## config.mk

```make
export PLATFORM = sky130hd
export DESIGN_NAME = latched_p2s
export DESIGN_NICKNAME = d
export VERILOG_FILES = /design/src/rtl/latched_p2s_pkg.sv /design/src/rtl/p2s_hold_reg.sv /design/src/rtl/p2s_shift_chain.sv /design/src/rtl/latched_p2s.sv
export SDC_FILE = /design/constraint.sdc
export NUM_CORES = 1
export LEC_CHECK = 0
export CAP_MARGIN = 25
export CORE_MARGIN = 3
export CORE_UTILIZATION = 45
export DETAILED_ROUTE_END_ITERATION = 12
export GPL_ROUTABILITY_DRIVEN = 0
export HOLD_SLACK_MARGIN = 0.12
export PLACE_DENSITY = 0.84
export SLEW_MARGIN = 20
export SYNTH_ARGS = -nofsm -noshare
export SYNTH_HDL_FRONTEND = slang
export SYNTH_SLANG_ARGS = --single-unit
```

## constraint.sdc

```tcl
create_clock -name clk -period 0.8 [get_ports clk]
set_input_delay 0.08 -clock clk [delete_from_list [all_inputs] [get_ports clk]]
set_output_delay 0.08 -clock clk [all_outputs]
set_load 0.005 [all_outputs]
```

## src/rtl/latched_p2s_pkg.sv

```systemverilog
// Shared types for the latched-input parallel-to-serial shifter.
package latched_p2s_pkg;

    // Level of the mode select input.
    typedef enum logic {
        SEL_LOAD  = 1'b0,
        SEL_SHIFT = 1'b1
    } p2s_mode_e;

endpackage

```

## src/rtl/p2s_hold_reg.sv

```systemverilog
// Holding register in front of the shift chain.
// Captures the parallel word on a capture strobe and holds it otherwise.
// Only the system reset clears it; the functional reset never reaches it.
// Also presents the value it will hold after the current edge, so the
// chain can load new data in the same cycle as the capture.
// Assumes: cap_stb is a one-cycle pulse synchronous to clk.
module p2s_hold_reg #(
    parameter int WIDTH = 8
) (
    input  logic             clk,
    input  logic             sys_rst_n,
    input  logic             cap_stb,
    input  logic [WIDTH-1:0] par_in,
    output logic [WIDTH-1:0] hold_q,
    output logic [WIDTH-1:0] hold_next
);

    // Value after this edge: the new word on a strobe, else the kept one.
    always_comb begin
        hold_next = cap_stb ? par_in : hold_q;
    end

    // State update: system reset clear, else take the next value.
    always_ff @(posedge clk) begin
        if (!sys_rst_n) begin
            hold_q <= '0;
        end else begin
            hold_next_q_unused_guard: begin
                hold_q <= hold_next;
            end
        end
    end

    assert_capture_takes_word_R1: assert property (@(posedge clk) disable iff (!sys_rst_n)
        cap_stb |=> hold_q == $past(par_in));

    assert_hold_without_strobe_R2: assert property (@(posedge clk) disable iff (!sys_rst_n)
        !cap_stb |=> $stable(hold_q));

    assert_sysreset_clears_hold_R10: assert property (@(posedge clk)
        !sys_rst_n |=> hold_q == '0);

endmodule

```

## src/rtl/p2s_shift_chain.sv

```systemverilog
// Shift chain of the parallel-to-serial converter.
// In load mode it copies the load value every cycle. In shift mode it moves
// one place toward the top stage per shift strobe, with ser_in entering
// stage 0. Either reset clears it, and reset wins over load and shift.
// Assumes: shf_stb is a one-cycle pulse; mode_sel is a plain level.
module p2s_shift_chain
    import latched_p2s_pkg::*;
#(
    parameter int WIDTH = 8
) (
    input  logic             clk,
    input  logic             sys_rst_n,
    input  logic             rst_n,
    input  logic             shf_stb,
    input  p2s_mode_e        mode,
    input  logic             ser_in,
    input  logic [WIDTH-1:0] load_val,
    output logic [WIDTH-1:0] stages
);

    localparam int TOP = WIDTH - 1;

    logic [WIDTH-1:0] shifted;

    // Per-stage source for a shift: serial input at stage 0, else the stage below.
    for (genvar k = 0; k < WIDTH; k++) begin : g_stage
        if (k == 0) begin : g_first
            always_comb begin
                shifted[k] = ser_in;
            end
        end else begin : g_rest
            always_comb begin
                shifted[k] = stages[k-1];
            end
        end
    end

    // State update: reset first, then parallel load, then shift, else hold.
    always_ff @(posedge clk) begin
        if (!sys_rst_n || !rst_n) begin
            stages <= '0;
        end else if (mode == SEL_LOAD) begin
            stages <= load_val;
        end else if (shf_stb) begin
            stages <= shifted;
        end
    end

    assert_reset_clears_chain_R3: assert property (@(posedge clk) disable iff (!sys_rst_n)
        !rst_n |=> stages == '0);

    assert_load_mode_copies_R4: assert property (@(posedge clk) disable iff (!sys_rst_n)
        (rst_n && mode == SEL_LOAD) |=> stages == $past(load_val));

    assert_shift_entry_bit_R6: assert property (@(posedge clk) disable iff (!sys_rst_n)
        (rst_n && mode == SEL_SHIFT && shf_stb) |=> stages[0] == $past(ser_in));

    assert_shift_top_moves_R6: assert property (@(posedge clk) disable iff (!sys_rst_n)
        (rst_n && mode == SEL_SHIFT && shf_stb) |=> stages[TOP] == $past(stages[TOP-1]));

    assert_idle_chain_holds_R9: assert property (@(posedge clk) disable iff (!sys_rst_n)
        (rst_n && mode == SEL_SHIFT && !shf_stb) |=> $stable(stages));

    assert_sysreset_clears_chain_R10: assert property (@(posedge clk)
        !sys_rst_n |=> stages == '0);

endmodule

```

## src/rtl/latched_p2s.sv

```systemverilog
// Top of the latched-input parallel-to-serial shifter.
// A holding register feeds a shift chain; the chain's top stage is the
// serial output. The chain loads from the holding register's next value,
// so a capture in load mode reaches the output at the same edge.
// Assumes: one clock domain; strobes are one cycle wide.
module latched_p2s
    import latched_p2s_pkg::*;
#(
    parameter int WIDTH = 8
) (
    input  logic             clk,
    input  logic             sys_rst_n,
    input  logic             rst_n,
    input  logic             cap_stb,
    input  logic             shf_stb,
    input  logic             mode_sel,
    input  logic [WIDTH-1:0] par_in,
    input  logic             ser_in,
    output logic             ser_out
);

    localparam int TOP = WIDTH - 1;

    logic [WIDTH-1:0] hold_q;
    logic [WIDTH-1:0] hold_next;
    logic [WIDTH-1:0] chain;
    p2s_mode_e        mode;

    // Decode the select level into the mode type.
    always_comb begin
        mode = mode_sel ? SEL_SHIFT : SEL_LOAD;
    end

    p2s_hold_reg #(.WIDTH(WIDTH)) u_hold (
        .clk       (clk),
        .sys_rst_n (sys_rst_n),
        .cap_stb   (cap_stb),
        .par_in    (par_in),
        .hold_q    (hold_q),
        .hold_next (hold_next)
    );

    p2s_shift_chain #(.WIDTH(WIDTH)) u_chain (
        .clk       (clk),
        .sys_rst_n (sys_rst_n),
        .rst_n     (rst_n),
        .shf_stb   (shf_stb),
        .mode      (mode),
        .ser_in    (ser_in),
        .load_val  (hold_next),
        .stages    (chain)
    );

    // Serial output is the top chain stage.
    always_comb begin
        ser_out = chain[TOP];
    end

    assert_load_capture_to_out_R5: assert property (@(posedge clk) disable iff (!sys_rst_n)
        (rst_n && !mode_sel && cap_stb) |=> ser_out == $past(par_in[TOP]));

    assert_shift_and_capture_R8: assert property (@(posedge clk) disable iff (!sys_rst_n)
        (rst_n && mode_sel && cap_stb && shf_stb) |=> (hold_q == $past(par_in)) && (chain[0] == $past(ser_in)));

    assert_hold_fixed_under_reset_R2: assert property (@(posedge clk) disable iff (!sys_rst_n)
        (!rst_n && !cap_stb) |=> $stable(hold_q));

endmodule

```

---- Word-level counts from Yosys, hierarchy flattened ----
Cells that the tools add are included.
cells by class
  equal/unequal tests ..................... 1
  muxes and demuxes ....................... 4
  reduce and logical (&&, ||, !) cells .... 3
operators by type and width
  operator                              number
  2-to-1 mux 8 bit                      3
  zero test 1 bit                       2
  != test 2 bit, second input constant  1
  logical OR 1 bit                      1
  2-to-1 mux 1 bit                      1
storage, ports and cells
  register bits ........................... 16
  output and inout bits ................... 1
  logic and storage cells ................. 10

---- Longest topological paths before layout ----
  depth after elaboration ................. 2
  depth in mapped cells ................... 3

---- Cells and area by module ----
From an unflattened synthesis, not the netlist that was laid out.
unflattened totals
  cells, all modules ...................... 61
  area, all modules ....................... 710.7 um^2
by module, submodules not included
  module           times used  cells an instance  area each (um^2)
  p2s_shift_chain  1           36                 366.6
  p2s_hold_reg     1           25                 344.1

---- Worst setup path after synthesis ----
Ideal clock, no wire load.
  path type ............................... register -> register
  start point ............................. reg u_hold.hold_q[5]
  end point ............................... reg u_chain.stages[5]
  library setup time ...................... 124 ps
  data arrival time ....................... 501 ps
  slack ................................... 175 ps
  stages on the path, launching flop included .. 3
  clock period less this slack ............ 625 ps
  cells stage by stage .................... dfxtp_1 mux2i_1 o22ai_1
on the way
  cells in the longest elaborated chain, start to end .. 2
RTL lines
  element                 RTL line               text
  from (decl)             p2s_hold_reg.sv:14     output logic [WIDTH-1:0] hold_q,
  from (signal assigned)  p2s_hold_reg.sv:29     hold_q <= hold_next;
  2-to-1 mux 8 bit        p2s_hold_reg.sv:20     hold_next = cap_stb ? par_in : hold_q;
  2-to-1 mux 8 bit        p2s_shift_chain.sv:42  end else if (mode == SEL_LOAD) begin
  to (signal assigned)    p2s_shift_chain.sv:43  stages <= load_val;
  to (signal assigned)    p2s_shift_chain.sv:45  stages <= shifted;
  to (decl)               p2s_shift_chain.sv:18  output logic [WIDTH-1:0] stages
No other way between the ends.
A chain may end at the register's enable or synchronous reset.

---- Worst setup path in the final report ----
  start point ............................. reg u_chain.stages[7]
  end point ............................... out ser_out
RTL lines
  element    RTL line           text
  to (decl)  latched_p2s.sv:19  output logic ser_out
No word-level cell between the ends.

==> flow_summary.toml <==
[timing]
final_period_minus_worst_setup_slack_ps = 795
finalHoldViolations = 0
timing.final.max_slew_violations = 0
achievable-frequency_mhz = 1260
clock-skew-final_ps = 8.15
rsz0062_at_grt = "true"
slew_at_the_pin_closest_to_its_max_slew_limit_ps = 235
timing.final.setup_violations = 0
layout_worst_path_cycle_share = 0.993
slew-limit-headroom = 0.839
fin_tns_setup_ps = 0
timing.hold.ws_ps = 250

[floorplanning]
core-area_um2 = 1220
dieArea_um2 = 1900
die_height_um = 43.6
chipWidth_um = 43.6
fp-row-count = 12
floorplan.io_pins = 16
start_util = 0.524

[placed_design]
place_hpwl_um = 928
detailed_place.area_um2 = 816
dpl.cell_count = 84
io_buffer_count = 15

[drt]
viasPerCell = 5.22
dr.first_iter.drc_count = 7
first_pass_drt_iterations = 2
antenna_violating_nets_post_route = 0
drc_errors = 0
routedWlPerCell_um = 14.6
routed-via-count = 459
finalWirelength_um = 1290

[finish]
share_of_final_layout_standard_cells_stronger_than_drive_strength_1 = 0.257
stdcell_count = 88
stdcell_area_um2 = 902
finalNetCount = 90
layout-area-overhead-vs-synth_pct = 41.7
insertedDiodeCount = 0

[yosys]
synth.yosys.seq_area_share = 0.503
postSynthCellCount = 53
netlist_top_cells_count = "dfxtp_1 (16), mux2i_1 (16), nor2b_1 (8), o22ai_1 (8), buf_4 (2)"
postSynthAreaPerCell_um2 = 12.0
synth.lib_cells_used.distinct = 8
synth_warnings = 0
synth_area_um2 = 637
synth_area_leader_cell = "dfxtp_1"
prevailing_post_synth_register_cell = "dfxtp_1"
synthArstFlopShare = 0
mappedNetlistNets = 68
ys_top_cells_by_area = "dfxtp_1 (50%), mux2i_1 (25%), nor2b_1 (7.9%), o22ai_1 (7.9%), nand3b_4 (3.1%)"
netlist.area_leader.share = 0.503
synth.ff_latch_count = 16
synth-edff-count = 0

[cts]
clock_sink_count = 16
number_of_buffers_created_by_cts = 3
cts_max_path_buffers = 2
clk-insertion-delay-late_ps = 280
clockRootBuffer = "clkbuf_4"
ctsHoldBuffers = 0
cts_htree_levels = 1
tritoncts = "yes"
cts.reportedPaths.clkPinSlew_ps = 80

[critical_path]
worstPathMaxFanout = 2
timing.critical_path.slowest_stage_cell = "dfxtp_2"
worstSetupStartpointType = "flop"
worstPathBufferInverterCount = 1
cp_cell_sequence = "buf_2"
timing.setup.critical_path_class = "flop to output pin"
cp-end-kind = "output pin"
worst-endpoint-required_ps = 720
worst-r2r-cell-count = 2
crit_cells = 1
arrival_ps = 710
critPathMaxStageDelay_ps = 320
critPathTopFamily = "flip-flops"

[grt]
grt_start_max_net_pins = 10
grt_remaining_overflow = 0
first_global_vias = 469
initial_antenna_violation_count = 0
globalRouteTotalUtil = 0.157
grt_pass1_wl_um = 2150

[run]
maxCapViolCount = 0

[pwr]
static-leakage-power_nw = 0.376
peakVddDrop_mv = 1.70
fin_total_pwr_mw = 1.61
p_per_area_nw_per_um2 = 1790

[hold_path]
worst_hold_path.num_cells = 3
hold_path_class = "primary input to flop"

[run_status]
outcome = "finished, final reports clean"
==> state kept, by name, indices dropped and copies added (netlist names) <==
signal          count
u_chain.stages      8
u_hold.hold_q       8
==> metal layers <==
| metal | part of all wire | global-route usage |
|---|---|---|
| met1 | 0.46 | 0.186 |
| met2 | 0.45 | 0.241 |
| met3 | 0.082 | 0.104 |
| met4 | 0.0070 | 0.0241 |
| met5 | 0 | 0 |
==> placed cells by master (no fill, tap or decap) <==
cell type	instances
o22ai_1	6
dfxtp_1	15
o22ai_2	2
buf_6	3
mux2i_2	3
nand3_4	1
nand3b_4	1
clkdlybuf4s50_1	10
mux2i_4	1
dlymetal6s2s_1	1
dlygate4sd2_1	3
nor2b_1	8
clkbuf_8	1
mux2i_1	12
clkbuf_4	3
buf_2	1
dfxtp_2	1
buf_4	2
==> worst paths after layout <==
check                          from                 to  slack (ps)
hold / removal                rst_n  u_chain.stages[7]         250
hold reg to reg    u_hold.hold_q[3]   u_hold.hold_q[3]         530
setup / recovery  u_chain.stages[7]            ser_out           5
setup reg to reg   u_hold.hold_q[7]  u_chain.stages[7]          80
==> layout make-up <==
cell class | instances | area, µm²
multi-input combinational | 34 | 334
fill | 96 | 314
timing repair buffer | 20 | 193
tap | 14 | 17.5
sequential | 16 | 322
clock buffer | 4 | 36.3
==> power by group <==
| group | internal, mW | switching (mW) |
|---|---|---|
| logic | 0.145 | 0.0948 |
| clock network | 0.277 | 0.247 |
| registers | 0.833 | 0.0158 |
==> kinds of logic (layout without fill, tap and decap cells) <==
family	Yosys count	in the layout	synth area share
muxes	16	16	0.251
DFF	16	16	0.503
and+or+nand+nor	10	10	0.126
AOI/OAI and AO/OA	8	8	0.0786
buffers and inverters	3	24	0.0412
==> stage by stage <==
stage               worst slack, ps  utilization
finish                         5.45        0.742
global route                  -33.4        0.742
CTS                           -10.7        0.729
detailed placement             -434        0.671
global placement               -364        0.671
floorplan                       175            -
==> timing repair <==
action | 4_1_cts | 5_1_grt
setup buffers | 0 | 0
gates resized for setup | 17 | 3
endpoints found under the setup margin | 17 | 8
No activity file was read; power rests on OpenSTA's default activity.
